`src/rtl/spibm_pkg.sv`:
```
package spibm_pkg;

  localparam logic [7:0] OFF_CTRL  = 8'h00;
  localparam logic [7:0] OFF_CFG   = 8'h04;
  localparam logic [7:0] OFF_TXD   = 8'h08;
  localparam logic [7:0] OFF_RXD   = 8'h0C;
  localparam logic [7:0] OFF_ISTAT = 8'h28;
  localparam logic [7:0] OFF_IMASK = 8'h2C;

  localparam int unsigned CTRL_CS_LSB = 16;
  localparam int unsigned CFG_CPHA    = 6;
  localparam int unsigned CFG_CPOL    = 7;
  localparam int unsigned CFG_FLUSH   = 9;
  localparam int unsigned CFG_SRST    = 16;

  localparam int unsigned STAT_W      = 2;
  localparam int unsigned STAT_DONE   = 0;
  localparam int unsigned STAT_READY  = 1;

  typedef enum logic [0:0] {
    ENG_IDLE = 1'b0,
    ENG_RUN  = 1'b1
  } eng_state_e;

endpackage

```
`src/rtl/spibm_divider.sv`:
```
module spibm_divider #(
  parameter int unsigned CNT_W = 5
) (
  input  logic             clk,
  input  logic             rst_n,
  input  logic             run,
  input  logic [CNT_W-1:0] limit,
  output logic             tick
);

  logic [CNT_W-1:0] cnt_q, cnt_d;

  always_comb begin
    cnt_d = cnt_q;
    tick  = 1'b0;
    if (!run) begin
      cnt_d = '0;
    end else if (cnt_q == limit) begin
      tick  = 1'b1;
      cnt_d = '0;
    end else begin
      cnt_d = cnt_q + 1'b1;
    end
  end

  always_ff @(posedge clk or negedge rst_n) begin
    if (!rst_n) cnt_q <= '0;
    else        cnt_q <= cnt_d;
  end

  // the half-period counter never passes the latched limit
  assert_cnt_bound_R3: assert property (@(posedge clk) disable iff (!rst_n)
    run |-> (cnt_q <= limit));

endmodule

```
`src/rtl/spibm_shifter.sv`:
```
module spibm_shifter
  import spibm_pkg::*;
#(
  parameter int unsigned BYTE_W = 8,
  parameter int unsigned PSC_W  = 5
) (
  input  logic              clk,
  input  logic              rst_n,
  input  logic              start,
  input  logic              abort,
  input  logic              cpol,
  input  logic              cpha,
  input  logic [PSC_W-1:0]  psc,
  input  logic [BYTE_W-1:0] tx_byte,
  input  logic              miso,
  output logic              busy,
  output logic              done,
  output logic [BYTE_W-1:0] rx_byte,
  output logic              sclk,
  output logic              mosi
);

  localparam int unsigned EDGES = 2 * BYTE_W;
  localparam int unsigned EW    = $clog2(EDGES + 1);
  localparam logic [EW-1:0] LAST_EDGE = EW'(EDGES - 1);

  eng_state_e        state_q, state_d;
  logic [PSC_W-1:0]  lim_q, lim_d;
  logic              cpha_q, cpha_d, cpol_q, cpol_d;
  logic [EW-1:0]     edge_q, edge_d;
  logic              tog_q, tog_d;
  logic [BYTE_W-1:0] tx_q, tx_d, rx_q, rx_d;
  logic              mosi_q, mosi_d;
  logic              done_q, done_d;
  logic              tick, leading, sample;

  spibm_divider #(.CNT_W(PSC_W)) u_div (
    .clk   (clk),
    .rst_n (rst_n),
    .run   (state_q == ENG_RUN),
    .limit (lim_q),
    .tick  (tick)
  );

  assign leading = ~edge_q[0];
  assign sample  = leading ^ cpha_q;

  always_comb begin
    state_d = state_q;
    lim_d   = lim_q;
    cpha_d  = cpha_q;
    cpol_d  = cpol_q;
    edge_d  = edge_q;
    tog_d   = tog_q;
    tx_d    = tx_q;
    rx_d    = rx_q;
    mosi_d  = mosi_q;
    done_d  = 1'b0;
    unique case (state_q)
      ENG_IDLE: begin
        tog_d = 1'b0;
        if (start) begin
          state_d = ENG_RUN;
          lim_d   = (psc == '0) ? '0 : psc - 1'b1;
          cpha_d  = cpha;
          cpol_d  = cpol;
          edge_d  = '0;
          rx_d    = '0;
          if (cpha) begin
            tx_d   = tx_byte;
            mosi_d = 1'b0;
          end else begin
            mosi_d = tx_byte[BYTE_W-1];
            tx_d   = tx_byte << 1;
          end
        end
      end
      ENG_RUN: begin
        if (tick) begin
          tog_d  = ~tog_q;
          edge_d = edge_q + 1'b1;
          if (sample) begin
            rx_d = {rx_q[BYTE_W-2:0], miso};
          end else if (edge_q != LAST_EDGE) begin
            mosi_d = tx_q[BYTE_W-1];
            tx_d   = tx_q << 1;
          end
          if (edge_q == LAST_EDGE) begin
            state_d = ENG_IDLE;
            done_d  = 1'b1;
          end
        end
      end
      default: state_d = ENG_IDLE;
    endcase
    if (abort) begin
      state_d = ENG_IDLE;
      tog_d   = 1'b0;
      done_d  = 1'b0;
    end
  end

  always_ff @(posedge clk or negedge rst_n) begin
    if (!rst_n) begin
      state_q <= ENG_IDLE;
      lim_q   <= '0;
      cpha_q  <= 1'b0;
      cpol_q  <= 1'b0;
      edge_q  <= '0;
      tog_q   <= 1'b0;
      tx_q    <= '0;
      rx_q    <= '0;
      mosi_q  <= 1'b0;
      done_q  <= 1'b0;
    end else begin
      state_q <= state_d;
      lim_q   <= lim_d;
      cpha_q  <= cpha_d;
      cpol_q  <= cpol_d;
      edge_q  <= edge_d;
      tog_q   <= tog_d;
      tx_q    <= tx_d;
      rx_q    <= rx_d;
      mosi_q  <= mosi_d;
      done_q  <= done_d;
    end
  end

  assign busy    = (state_q == ENG_RUN);
  assign done    = done_q;
  assign rx_byte = rx_q;
  assign mosi    = mosi_q;
  assign sclk    = tog_q ^ (busy ? cpol_q : cpol);

  // an idle engine has returned SCLK to its resting phase
  assert_idle_phase_R4: assert property (@(posedge clk) disable iff (!rst_n)
    !busy |-> !tog_q);

  // completion is only reported right after a running exchange
  assert_done_after_run_R5: assert property (@(posedge clk) disable iff (!rst_n)
    done_q |-> $past(state_q == ENG_RUN));

  // a byte never counts past its last edge
  assert_edge_bound_R3: assert property (@(posedge clk) disable iff (!rst_n)
    busy |-> (edge_q < EW'(EDGES)));

  // a running exchange continues unless it reaches its end or is aborted
  assert_run_holds_R6: assert property (@(posedge clk) disable iff (!rst_n)
    (busy && !abort && !(tick && edge_q == LAST_EDGE)) |=> busy);

endmodule

```
`src/rtl/spibm_regs.sv`:
```
module spibm_regs
  import spibm_pkg::*;
#(
  parameter int unsigned ADDR_W = 8,
  parameter int unsigned BYTE_W = 8,
  parameter int unsigned PSC_W  = 5,
  parameter int unsigned CS_N   = 4
) (
  input  logic              clk,
  input  logic              rst_n,
  input  logic [ADDR_W-1:0] addr,
  input  logic              wr_en,
  input  logic [31:0]       wdata,
  input  logic              rd_en,
  output logic [31:0]       rdata,
  input  logic              busy,
  input  logic              done,
  input  logic [BYTE_W-1:0] rx_byte,
  output logic              start,
  output logic              soft_rst,
  output logic [BYTE_W-1:0] tx_byte,
  output logic [PSC_W-1:0]  psc,
  output logic              cpol,
  output logic              cpha,
  output logic [CS_N-1:0]   cs,
  output logic              irq
);

  logic [CS_N-1:0]   cs_q, cs_d;
  logic [PSC_W-1:0]  psc_q, psc_d;
  logic              cpol_q, cpol_d, cpha_q, cpha_d;
  logic              flush_q, flush_d;
  logic              done_q, done_d;
  logic [BYTE_W-1:0] rxd_q, rxd_d;
  logic [STAT_W-1:0] stat_q, stat_d, stat_set, stat_clr;
  logic [STAT_W-1:0] mask_q, mask_d;
  logic wr_ctrl, wr_cfg, wr_txd, wr_stat, wr_mask;

  assign wr_ctrl = wr_en && (addr == OFF_CTRL[ADDR_W-1:0]);
  assign wr_cfg  = wr_en && (addr == OFF_CFG[ADDR_W-1:0]);
  assign wr_txd  = wr_en && (addr == OFF_TXD[ADDR_W-1:0]);
  assign wr_stat = wr_en && (addr == OFF_ISTAT[ADDR_W-1:0]);
  assign wr_mask = wr_en && (addr == OFF_IMASK[ADDR_W-1:0]);

  assign start    = wr_txd && !busy;
  assign soft_rst = wr_cfg && wdata[CFG_SRST];
  assign tx_byte  = wdata[BYTE_W-1:0];

  always_comb begin
    cs_d    = wr_ctrl ? wdata[CTRL_CS_LSB +: CS_N] : cs_q;
    psc_d   = wr_cfg ? wdata[PSC_W-1:0] : psc_q;
    cpol_d  = wr_cfg ? wdata[CFG_CPOL] : cpol_q;
    cpha_d  = wr_cfg ? wdata[CFG_CPHA] : cpha_q;
    flush_d = wr_cfg && wdata[CFG_FLUSH];

    done_d = done_q;
    if (start)    done_d = 1'b0;
    if (done)     done_d = 1'b1;
    if (soft_rst) done_d = 1'b0;

    rxd_d = rxd_q;
    if (done)    rxd_d = rx_byte;
    if (flush_q) rxd_d = '0;

    stat_set = '0;
    stat_set[STAT_DONE]  = done;
    stat_set[STAT_READY] = flush_q;
    stat_clr = wr_stat ? wdata[STAT_W-1:0] : '0;
    stat_d   = (stat_q & ~stat_clr) | stat_set;
    if (soft_rst) stat_d = '0;

    mask_d = wr_mask ? wdata[STAT_W-1:0] : mask_q;
  end

  always_ff @(posedge clk or negedge rst_n) begin
    if (!rst_n) begin
      cs_q    <= '0;
      psc_q   <= '0;
      cpol_q  <= 1'b0;
      cpha_q  <= 1'b0;
      flush_q <= 1'b0;
      done_q  <= 1'b0;
      rxd_q   <= '0;
      stat_q  <= '0;
      mask_q  <= '0;
    end else begin
      cs_q    <= cs_d;
      psc_q   <= psc_d;
      cpol_q  <= cpol_d;
      cpha_q  <= cpha_d;
      flush_q <= flush_d;
      done_q  <= done_d;
      rxd_q   <= rxd_d;
      stat_q  <= stat_d;
      mask_q  <= mask_d;
    end
  end

  always_comb begin
    rdata = '0;
    if (rd_en) begin
      if (addr == OFF_CTRL[ADDR_W-1:0]) begin
        rdata[CTRL_CS_LSB +: CS_N] = cs_q;
        rdata[0] = done_q;
      end else if (addr == OFF_CFG[ADDR_W-1:0]) begin
        rdata[PSC_W-1:0]  = psc_q;
        rdata[CFG_CPHA]   = cpha_q;
        rdata[CFG_CPOL]   = cpol_q;
        rdata[CFG_FLUSH]  = flush_q;
      end else if (addr == OFF_RXD[ADDR_W-1:0]) begin
        rdata[BYTE_W-1:0] = rxd_q;
      end else if (addr == OFF_ISTAT[ADDR_W-1:0]) begin
        rdata[STAT_W-1:0] = stat_q;
      end else if (addr == OFF_IMASK[ADDR_W-1:0]) begin
        rdata[STAT_W-1:0] = mask_q;
      end
    end
  end

  assign psc  = psc_q;
  assign cpol = cpol_q;
  assign cpha = cpha_q;
  assign cs   = cs_q;
  assign irq  = |(stat_q & mask_q);

  // a one written to the done status bit clears it when no new event arrives
  assert_w1c_done_R7: assert property (@(posedge clk) disable iff (!rst_n)
    (wr_stat && wdata[STAT_DONE] && !done) |=> !stat_q[STAT_DONE]);

  // the flush bit lasts a single cycle unless written again
  assert_flush_selfclear_R9: assert property (@(posedge clk) disable iff (!rst_n)
    (flush_q && !(wr_cfg && wdata[CFG_FLUSH])) |=> !flush_q);

  // launching an exchange drops the done flag
  assert_start_clears_done_R5: assert property (@(posedge clk) disable iff (!rst_n)
    start |=> !done_q);

  // soft reset keeps the chip selects
  assert_srst_keeps_cs_R10: assert property (@(posedge clk) disable iff (!rst_n)
    (soft_rst && !wr_ctrl) |=> $stable(cs_q));

endmodule

```
`src/rtl/spi_byte_master.sv`:
```
module spi_byte_master #(
  parameter int unsigned ADDR_W = 8,
  parameter int unsigned BYTE_W = 8,
  parameter int unsigned PSC_W  = 5,
  parameter int unsigned CS_N   = 4
) (
  input  logic              clk,
  input  logic              rst_n,
  input  logic [ADDR_W-1:0] addr,
  input  logic              wr_en,
  input  logic [31:0]       wdata,
  input  logic              rd_en,
  output logic [31:0]       rdata,
  output logic              sclk,
  output logic              mosi,
  input  logic              miso,
  output logic [CS_N-1:0]   cs,
  output logic              irq
);

  logic [1:0]        rst_sync_q;
  logic              rst_core_n;
  logic              busy, done, start, soft_rst, cpol, cpha;
  logic [BYTE_W-1:0] rx_byte, tx_byte;
  logic [PSC_W-1:0]  psc;

  always_ff @(posedge clk or negedge rst_n) begin
    if (!rst_n) rst_sync_q <= '0;
    else        rst_sync_q <= {rst_sync_q[0], 1'b1};
  end
  assign rst_core_n = rst_sync_q[1];

  spibm_regs #(
    .ADDR_W (ADDR_W),
    .BYTE_W (BYTE_W),
    .PSC_W  (PSC_W),
    .CS_N   (CS_N)
  ) u_regs (
    .clk      (clk),
    .rst_n    (rst_core_n),
    .addr     (addr),
    .wr_en    (wr_en),
    .wdata    (wdata),
    .rd_en    (rd_en),
    .rdata    (rdata),
    .busy     (busy),
    .done     (done),
    .rx_byte  (rx_byte),
    .start    (start),
    .soft_rst (soft_rst),
    .tx_byte  (tx_byte),
    .psc      (psc),
    .cpol     (cpol),
    .cpha     (cpha),
    .cs       (cs),
    .irq      (irq)
  );

  spibm_shifter #(
    .BYTE_W (BYTE_W),
    .PSC_W  (PSC_W)
  ) u_shift (
    .clk     (clk),
    .rst_n   (rst_core_n),
    .start   (start),
    .abort   (soft_rst),
    .cpol    (cpol),
    .cpha    (cpha),
    .psc     (psc),
    .tx_byte (tx_byte),
    .miso    (miso),
    .busy    (busy),
    .done    (done),
    .rx_byte (rx_byte),
    .sclk    (sclk),
    .mosi    (mosi)
  );

endmodule

```
`config.mk`:
```
export PLATFORM = sky130hd
export DESIGN_NAME = spi_byte_master
export DESIGN_NICKNAME = d
export VERILOG_FILES = /design/src/rtl/spibm_pkg.sv /design/src/rtl/spibm_divider.sv /design/src/rtl/spibm_shifter.sv /design/src/rtl/spibm_regs.sv /design/src/rtl/spi_byte_master.sv
export SDC_FILE = /design/constraint.sdc
export NUM_CORES = 1
export LEC_CHECK = 0
export BUFFER_PORTS_ARGS = -buffer_cell sky130_fd_sc_hd__buf_4
export CAP_MARGIN = 20
export CORE_MARGIN = 4
export CORE_UTILIZATION = 25
export CTS_BUF_LIST = sky130_fd_sc_hd__clkbuf_8 sky130_fd_sc_hd__clkbuf_16
export DETAILED_ROUTE_END_ITERATION = 12
export GPL_ROUTABILITY_DRIVEN = 0
export GPL_TIMING_DRIVEN = 0
export PLACE_DENSITY = 0.44
export SLEW_MARGIN = 20
export SYNTH_ARGS = -nofsm -noshare
export SYNTH_HDL_FRONTEND = slang
export SYNTH_SLANG_ARGS = --single-unit
```
`constraint.sdc`:
```
create_clock -name clk -period 1.8 [get_ports clk]
set_input_delay 0.09 -clock clk [delete_from_list [all_inputs] [get_ports clk]]
set_output_delay 0.09 -clock clk [all_outputs]
set_load 0.005 [all_outputs]
```
-- Yosys cells after proc, flatten, opt, wreduce, memory -nomap -nowiden
Index checks and enable logic that the tools add are counted.
- bits in registers: 64
- latch bits: 0
- memory bits (writable): 0
- memory bits (read-only): 0
- bits of input ports: 45
- output and inout port bits: 39
- word-level logic and storage cells: 124
- memories: 0
- add/sub/neg operators: 3
- $mul: 0
- divide/modulo/power cells: 0
- order comparisons: 0
- equality and inequality tests: 14
- shift-type cells: 0
- muxes and demuxes: 59
- bitwise operators: 9
- reduce and logical (&&, ||, !) cells: 18
- operators with widths (operator ; count):
    2-to-1 mux 8 bit ; 11
    one-hot mux 8 bit (2 select lines) ; 2
    2-to-1 mux 5 bit ; 6
    2-to-1 mux 1 bit ; 26
    == test 8 x 4 -> 1 bit (second input constant) ; 2
    == test 8 x 6 -> 1 bit (second input constant) ; 2
    2-to-1 mux 2 bit ; 6
    adder 5 x 1 -> 5 bit (second input constant) ; 2
    inequality test 2 bit (second input constant) ; 5
    one-hot mux 5 bit (2 select lines) ; 1
    == test 8 x 3 -> 1 bit (second input constant) ; 1
    logical AND 1 bit ; 8
    logical NOT 8 bit ; 1
    2-to-1 mux 4 bit ; 2
    2-to-1 mux 7 bit ; 1
    2-to-1 mux 6 bit ; 1
    one-hot mux 1 bit (2 select lines) ; 3
    == test 5 x 4 -> 1 bit (second input constant) ; 1
    == test 5 bit ; 1
    logical NOT 5 bit ; 1
    inequality test 5 x 4 -> 1 bit (second input constant) ; 1
    subtractor 5 x 1 -> 5 bit (second input constant) ; 1
    AND 2 bit ; 2
    AND reduction 2 bit ; 2
    11 further kinds ; 14

-- Logic depth before layout (Yosys ltp)
Gate-level depths: netlist of the first run.
- depth in word-level cells: 7
- gate-level depth with buffers: 7
- gate-level depth less buffers: 7

-- By module
From an unflattened synthesis of the first run, not the netlist that was laid out.
- cells, all modules: 335
- area, all modules: 3417.0 µm²
- modules (own cells, without submodules) (module ; times used ; cells an instance ; area each (µm²) ; sequential area each (µm²)):
    spibm_shifter ; 1 ; 155 ; 1566.5 ; 800.8
    spibm_regs ; 1 ; 149 ; 1512.7 ; 625.6
    spibm_divider ; 1 ; 28 ; 284.0 ; 125.1
    spi_byte_master ; 1 ; 3 ; 53.8 ; 50.0

-- Worst setup path before layout of the first run
No wires, ideal clock.
- kind: register to register
- start point: register u_shift.edge_q[0]
- end point: register u_shift.tx_q[1]
- setup time: 125 ps
- data arrival time: 1856 ps
- data required time: 1675 ps
- slack: -181 ps
- stages on the path, launching flop included: 8
- path buffers: 0
- clock period less this slack: 1981 ps
- path through: dfrtp_1 ha_1 and3_1 ha_1 nor2b_1 nand4_1 o21ai_4 mux2_2
- cells in the longest elaborated chain, start to end: 4
- elaborated cells between the ends (all ways): 6
- classes of those cells: eq/ne: 3; bitwise: 2; reduce/logical: 1
- RTL lines (item ; line ; text):
    start: declaration ; spibm_shifter.sv:30 ; logic [EW-1:0] edge_q, edge_d;
    start signal: assignment ; spibm_shifter.sv:120 ; edge_q <= edge_d;
    parallel branches: the longest is 3 deep, another holds inequality test 5 x 4 -> 1 bit ; - ;
    AND reduction 4 bit (no line) (*) ; - ;
    end signal: assignment ; spibm_shifter.sv:122 ; tx_q <= tx_d;
    end: declaration ; spibm_shifter.sv:32 ; logic [BYTE_W-1:0] tx_q, tx_d, rx_q, rx_d;
Every way passes the cells marked *.
A chain may end at the register's enable or synchronous reset.

-- Worst setup path in the final report of the first run
- start point: register u_shift.edge_q[0]
- end point: register u_shift.tx_q[7]
The elaborated chain is that of the path after synthesis.

==> impl_metrics.json, run 1 <==
{
  "fin_area_mm2": 0.00455,
  "maxCapViolations": 0,
  "leakage_nw": 2.14,
  "final_nets": 450,
  "ios": 84,
  "grt_pass1_wl_mm": 14.3,
  "register_area_mm2": 0.00161,
  "fillers": 1338,
  "ys_ff_latch": 64,
  "yosysUniqueCellTypes": 48,
  "max_stage_delay_ns": 0.42,
  "path_cells": "ha_4, and3_4, ha_4, nor2b_1, nand4_1, o21ai_4, buf_12, mux2_4",
  "netlist_area_mm2": 0.00336,
  "worstMarginPinSlew_ns": 0.758,
  "synthCells": 315,
  "setup_ws_ns": -0.186,
  "multi_input_area_mm2": 0.00174,
  "grt_pass1_vias": 2663,
  "period_minus_slack_ns": 1.99,
  "fin_cells": 582,
  "gr-total-overflow": 0,
  "min-delay-start": "wdata[6]",
  "critical_path_arrival_ns": 2.20,
  "fin_crit_sh_pct": 110,
  "synth-main-ff-cell": "dfrtp_1",
  "antenna_found_initial": 0,
  "clkTransAtPathRegs_ns": 0.05,
  "slew_headroom_pct": 49.4,
  "rows": 42,
  "clk_path_buf_depth": 2,
  "async_reset_ff_share_pct": 100,
  "grt_use_total_pct": 12.2,
  "hp-class": "in2reg",
  "die_h_um": 124,
  "dp_hpwl_mm": 6.22,
  "clkLatencyLatePin_ns": 0.33,
  "synth-edff-count": 0,
  "cp-start-kind": "flop",
  "numCtsBuffers": 9,
  "place_area_mm2": 0.00406,
  "endpoint_kind": "flop",
  "startpoint": "u_shift.edge_q[0]",
  "cp.buffers_inverters": 1,
  "vdd_drop_max_mv": 0.600,
  "vias": 2578,
  "post-route-util_pct": 34.5,
  "tns_ns": -1.47,
  "drive_gt1_share_pct": 33.3,
  "drc": 0,
  "ant_nets": 0,
  "clock_skew_ns": 0.00700,
  "cp_max_fo": 8,
  "die_area_mm2": 0.0154,
  "crit_family": "simple AND/OR/NAND/NOR gates",
  "syn_avg_cell_area_um2": 10.7,
  "synth_area_leaders": "dfrtp_1 (48%), mux2i_1 (6.0%), mux2_2 (4.7%)",
  "power.density_mw_per_mm2": 1060,
  "critPathSlowestCell": "dfrtp_2",
  "cts_sinks": 64,
  "area_delta_synth_final_pct": 35.6,
  "finalMaxSlewViolations": 0,
  "n_antenna_cell": 0,
  "fp.dieW_um": 124,
  "yosysTopAreaCell": "dfrtp_1",
  "grt_max_degree": 33,
  "outcome": "finished with violations",
  "yosys_warnings": 0,
  "fmax_mhz": 504,
  "root_buffer": "clkbuf_16",
  "viasPerCell": 4.43,
  "port_buffers": 45,
  "hold_viol": 0,
  "critical_path.most_common_cell": "ha_4",
  "detail_route.first_pass.iterations": 4,
  "violations": "setup timing",
  "synth_top_area_share_pct": 47.7,
  "h-tree-depth": 3,
  "core_area_mm2": 0.0132,
  "worstPathRequired_ns": 2.01,
  "wirelength_mm": 8.47,
  "initial_utilization_pct": 25.5,
  "path_class": "reg2reg",
  "drtIter0Drc": 114,
  "wire_per_inst_um": 14.6,
  "cts_tree": "yes",
  "dp.cells": 555,
  "setup_violations": 8,
  "ys_seq_area_share_pct": 47.7,
  "rsz0062_at_grt": "yes",
  "r2r-start": "u_shift.edge_q[0]"
}
## cell usage after synthesis, drive strengths merged (2+ instances only)
cell and instances:
o21ai 13, and2 4, clkbuf 9, a21oi 6, nor2 30, dfrtp 64
xnor2 9, or4 3, nand2 28, nor2b 2, or3 4, o31ai 6
ha 4, mux2i 20, a22oi 5, nand3 11, a22o 10, and4b 3
conb 2, xor2 3, buf 22, mux2 23, nand4 3, inv 10
and3 4, nor3 5
## where the power goes
| part | total, mW | switching, mW | leakage (nW) | internal, mW |
|---|---|---|---|---|
| Sequential | 2.03 | 0.261 | 0.837 | 1.77 |
| Combinational | 1.24 | 0.537 | 1.16 | 0.701 |
| Clock | 1.56 | 0.613 | 0.142 | 0.948 |
## per-stage QoR
stage,power (mW),hold WS [ns],setup slack [ns]
after floorplan,2.81,-0.206,-0.164
after global placement,3.13,-0.126,-0.391
after detailed placement,3.17,-0.126,-0.395
after CTS,4.91,0.00588,-0.201
after global routing,5.16,0.00423,-0.275
final,4.83,0.0174,-0.186
## placed cells by master (no fill, tap or decap), drive strengths merged, types with 5 or more instances in the layout
cell type,instances
dfrtp,64
a22o,10
buf,74
mux2i,20
nand3,11
mux2,23
nand2,28
o31ai,6
nor2,30
dlygate4sd3,7
inv,13
xnor2,9
o21ai,13
nor3,5
conb,20
a22oi,5
clkbuf,17
a21oi,6
## cell families after synthesis
family | synth area share, %
xor gates and xnor gates | 3.13
AOI/OAI and AO/OA | 9.99
adders and majority gates | 1.49
muxes | 14.5
and+or+nand+nor | 16.1
buffers and inverters | 6.93
other | 0.224
DFF | 47.7
## worst paths after layout
| check | endpoint | slack (ns) | cells after the start |
|---|---|---|---|
| max | u_shift.tx_q[7] | -0.19 | 8 |
| min | u_regs.cpha | 0.02 | 2 |
| max reg2reg | u_shift.tx_q[7] | -0.19 | 8 |
| min reg2reg | u_regs.cs[2] | 0.27 | 0 |
| max in group asynchronous | u_shift.u_div.cnt_q[0] | 0.97 | 1 |
| min in group asynchronous | rst_sync_q[1] | 0.07 | 2 |
## flip-flops by register name, indices dropped and copies added, names as in the netlist
signal,cells
rst_sync_q,2
u_regs.cpha,1
u_regs.cpol,1
u_regs.cs,4
u_regs.done_q,1
u_regs.flush_q,1
u_regs.mask_q,2
u_regs.psc,5
u_regs.rxd_q,8
u_regs.stat_q,2
u_shift.busy,1
u_shift.cpha_q,1
u_shift.cpol_q,1
u_shift.done,1
u_shift.edge_q,5
u_shift.lim_q,5
u_shift.mosi,1
u_shift.rx_byte,8
u_shift.tog_q,1
u_shift.tx_q,8
u_shift.u_div.cnt_q,5
## repair_timing
item | 4_1_cts | 5_1_grt
resized for setup | 15 | 13
setup buffers | 6 | 0
setup endpoints to repair | 41 | 42
pin swaps | 3 | 1
endpoints found under the hold margin | 8 | 0
hold buffers | 7 | 0
## per-layer routing
| metal | GRT usage, % | up-vias | wire [µm] | part of all wire [%] |
|---|---|---|---|---|
| met5 | 0 | - | 0 | 0 |
| met4 | 3.15 | 0 | 66 | 0.78 |
| met3 | 4.68 | 6 | 496 | 5.9 |
| met2 | 18.9 | 62 | 3980 | 47 |
| met1 | 16.2 | 1259 | 3930 | 46 |
| li1 | - | 1251 | - | - |
## final cells by class
type,instances,share of cell area (%)
Timing Repair Buffer,59,10.7
Buffer,29,4.37
Multi-Input combinational cell,228,38.1
Clock inverter,6,0.632
Sequential cell,64,35.3
Tap cell,176,4.84
Clock buffer,10,5.25
Inverter,10,0.824
(Power assumes the default switching activity.)
==> inputs of run 2 (changes only) <==
--- a/config.mk
+++ b/config.mk
@@ -5,6 +5,7 @@
 export SDC_FILE = /design/constraint.sdc
 export NUM_CORES = 1
 export LEC_CHECK = 0
+export ABC_AREA = 1
 export BUFFER_PORTS_ARGS = -buffer_cell sky130_fd_sc_hd__buf_4
 export CAP_MARGIN = 20
 export CORE_MARGIN = 4
==> impl_metrics.json, run 2 <==
{
  "core_area_mm2": 0.0135,
  "yosysUniqueCellTypes": 36,
  "drc": 0,
  "vdd_drop_max_mv": 0.663,
  "detail_route.first_pass.iterations": 4,
  "dp_hpwl_mm": 6.69,
  "cp-start-kind": "flop",
  "yosys_warnings": 0,
  "ant_nets": 0,
  "hp-class": "in2reg",
  "async_reset_ff_share_pct": 100,
  "rrSetupSlack_ns": 0.09,
  "synthCells": 440,
  "yosys-top-cells-count": "nand2_1 (127), dfrtp_1 (64), inv_1 (44), nand3_1 (42), o21ai_0 (24)",
  "multi_input_area_mm2": 0.00158,
  "final_nets": 571,
  "synth-edff-count": 0,
  "register_area_mm2": 0.00161,
  "grt_max_degree": 38,
  "die_h_um": 126,
  "n_antenna_cell": 0,
  "vias": 2986,
  "path_class": "reg2reg",
  "syn_avg_cell_area_um2": 7.96,
  "fin_area_mm2": 0.00457,
  "die_area_mm2": 0.0160,
  "clk_path_buf_depth": 2,
  "fin_crit_sh_pct": 95.1,
  "p_total_mw": 4.24,
  "power.density_mw_per_mm2": 927,
  "wire_per_inst_um": 12.8,
  "initial_utilization_pct": 26.0,
  "grt_pass1_vias": 2829,
  "gr-total-overflow": 0,
  "place_area_mm2": 0.00414,
  "ios": 84,
  "synth-main-ff-cell": "dfrtp_1",
  "fmax_mhz": 584,
  "drtIter0Drc": 172,
  "reg2regPathDepth": 8,
  "grt_pass1_wl_mm": 14.6,
  "cts_tree": "yes",
  "synth_area_leaders": "dfrtp_1 (46%), nand2_1 (14%), nand3_1 (6.0%)",
  "synth_top_area_share_pct": 45.7,
  "setup_violations": 0,
  "ys_ff_latch": 64,
  "endpoint_kind": "flop",
  "cp_max_fo": 4,
  "area_delta_synth_final_pct": 30.4,
  "outcome": "completed",
  "rsz0062_at_grt": "no",
  "antenna_found_initial": 0,
  "critical_path_arrival_ns": 1.98,
  "root_buffer": "clkbuf_16",
  "hold_viol": 0,
  "fillers": 1461,
  "maxCapViolations": 0,
  "viasPerCell": 4.25,
  "synth_most_common_cell": "nand2_1",
  "clkTransAtPathRegs_ns": 0.06,
  "cts_sinks": 64,
  "numCtsBuffers": 9,
  "yosysTopAreaCell": "dfrtp_1",
  "mostFrequentLayoutCells": "nand2_1 (127), buf_4 (64), dfrtp_1 (62)",
  "rows": 42,
  "drive_gt1_share_pct": 23.5,
  "h-tree-depth": 3,
  "clkLatencyLatePin_ns": 0.33,
  "grt_use_total_pct": 11.4,
  "netlist_area_mm2": 0.00350,
  "clock_skew_ns": 0.00420,
  "finalMaxSlewViolations": 0,
  "period_minus_slack_ns": 1.71,
  "wirelength_mm": 9.01,
  "leakage_nw": 2.23,
  "ys_seq_area_share_pct": 45.7,
  "layout_commonest_cell": "nand2_1",
  "hold_depth": 3,
  "worstPathRequired_ns": 2.07,
  "fp.dieW_um": 126,
  "port_buffers": 44
}
## run 2: cell types whose count changed after synthesis, sizes merged, moves of 5 or more
| cell | delta |
|---|---|
| mux2i | -20 |
| a22o | -9 |
| nand3 | +34 |
| buf | +5 |
| clkbuf | -6 |
| o31ai | -5 |
| xnor2 | -5 |
| nand2 | +107 |
| o21ai | +29 |
| a22oi | -5 |
| mux2 | -23 |
| inv | +38 |
| nand4 | +6 |
## run 2: critical path, stage by stage, from the launching register on
cell       delay [ns]
dfrtp_2          0.40
ha_2             0.19
and3_1           0.18
ha_2             0.18
or2_1            0.24
nand2_4          0.15
clkbuf_16        0.16
nand4_1          0.08
nand2_1          0.08
## run 2: area by class of cell
class                      count  area share, %
buffer                        30           4.79
clock buffer                  10           5.23
clock inverter                 6           1.48
inverter                      50           4.11
multi-input combinational    315           34.7
sequential                    64           35.2
tap                          176           4.82
timing repair buffer          52           9.70
## run 2: path summary, 6_finish.rpt
check / from / to
hold reg to reg: rst_sync_q[1] / u_shift.rx_byte[5]
setup / recovery: u_shift.edge_q[0] / u_shift.tx_q[7]
setup reg to reg: u_shift.edge_q[0] / u_shift.tx_q[7]
max in group asynchronous: rst_sync_q[1] / u_shift.edge_q[0]
min in group asynchronous: rst_n / rst_sync_q[1]
hold / removal: wdata[17] / u_regs.cs[1]
## run 2: cell families (layout without fill, tap and decap cells)
logic type	Yosys count	count (layout)	share of synthesized area, %
and+or+nand+nor	228	229	30.4
buffers and inverters	80	148	11.6
DFF	64	64	45.7
AOI/OAI and AO/OA	52	52	7.61
xor gates and xnor gates	10	10	3.04
adders and majority gates	4	4	1.43
other	2	20	0.214
## run 2: per-stage QoR
step,setup TNS [ns],setup slack [ns],utilization [%],cells,hold slack (ns)
4_1_cts,0,0.0229,33.6,701,0.00142
6_report,0,0.0888,33.9,703,0.0108
3_5_place_dp,-1.38,-0.157,30.8,679,-0.126
2_1_floorplan,0,0.0249,-,458,-0.206
5_1_grt,0,0.00481,33.9,703,0.0149
3_3_place_gp,-1.36,-0.156,30.6,678,-0.128
## run 2: report_power, final
group / internal, mW / switching (mW) / total (mW)
registers: 1.66 / 0.169 / 1.83
clock network: 1.11 / 0.666 / 1.78
logic: 0.284 / 0.339 / 0.623
## run 2: layer usage
| metal | global-route usage, % | up-vias | share of wire [%] |
|---|---|---|---|
| li1 | - | 1529 | - |
| met1 | 14.9 | 1397 | 48 |
| met2 | 18.3 | 58 | 48 |
| met3 | 3.83 | 2 | 4.4 |
| met4 | 2.46 | 0 | 0.33 |
| met5 | 0 | - | 0 |
## run 2: what timing repair did
item	4_1_cts	5_1_grt
setup endpoints to repair	9	9
buffers inserted	2	0
resized for setup	1	3
hold buffers	4	0
endpoints found under the hold margin	5	0
pin swaps	1	4
cloned	0	2
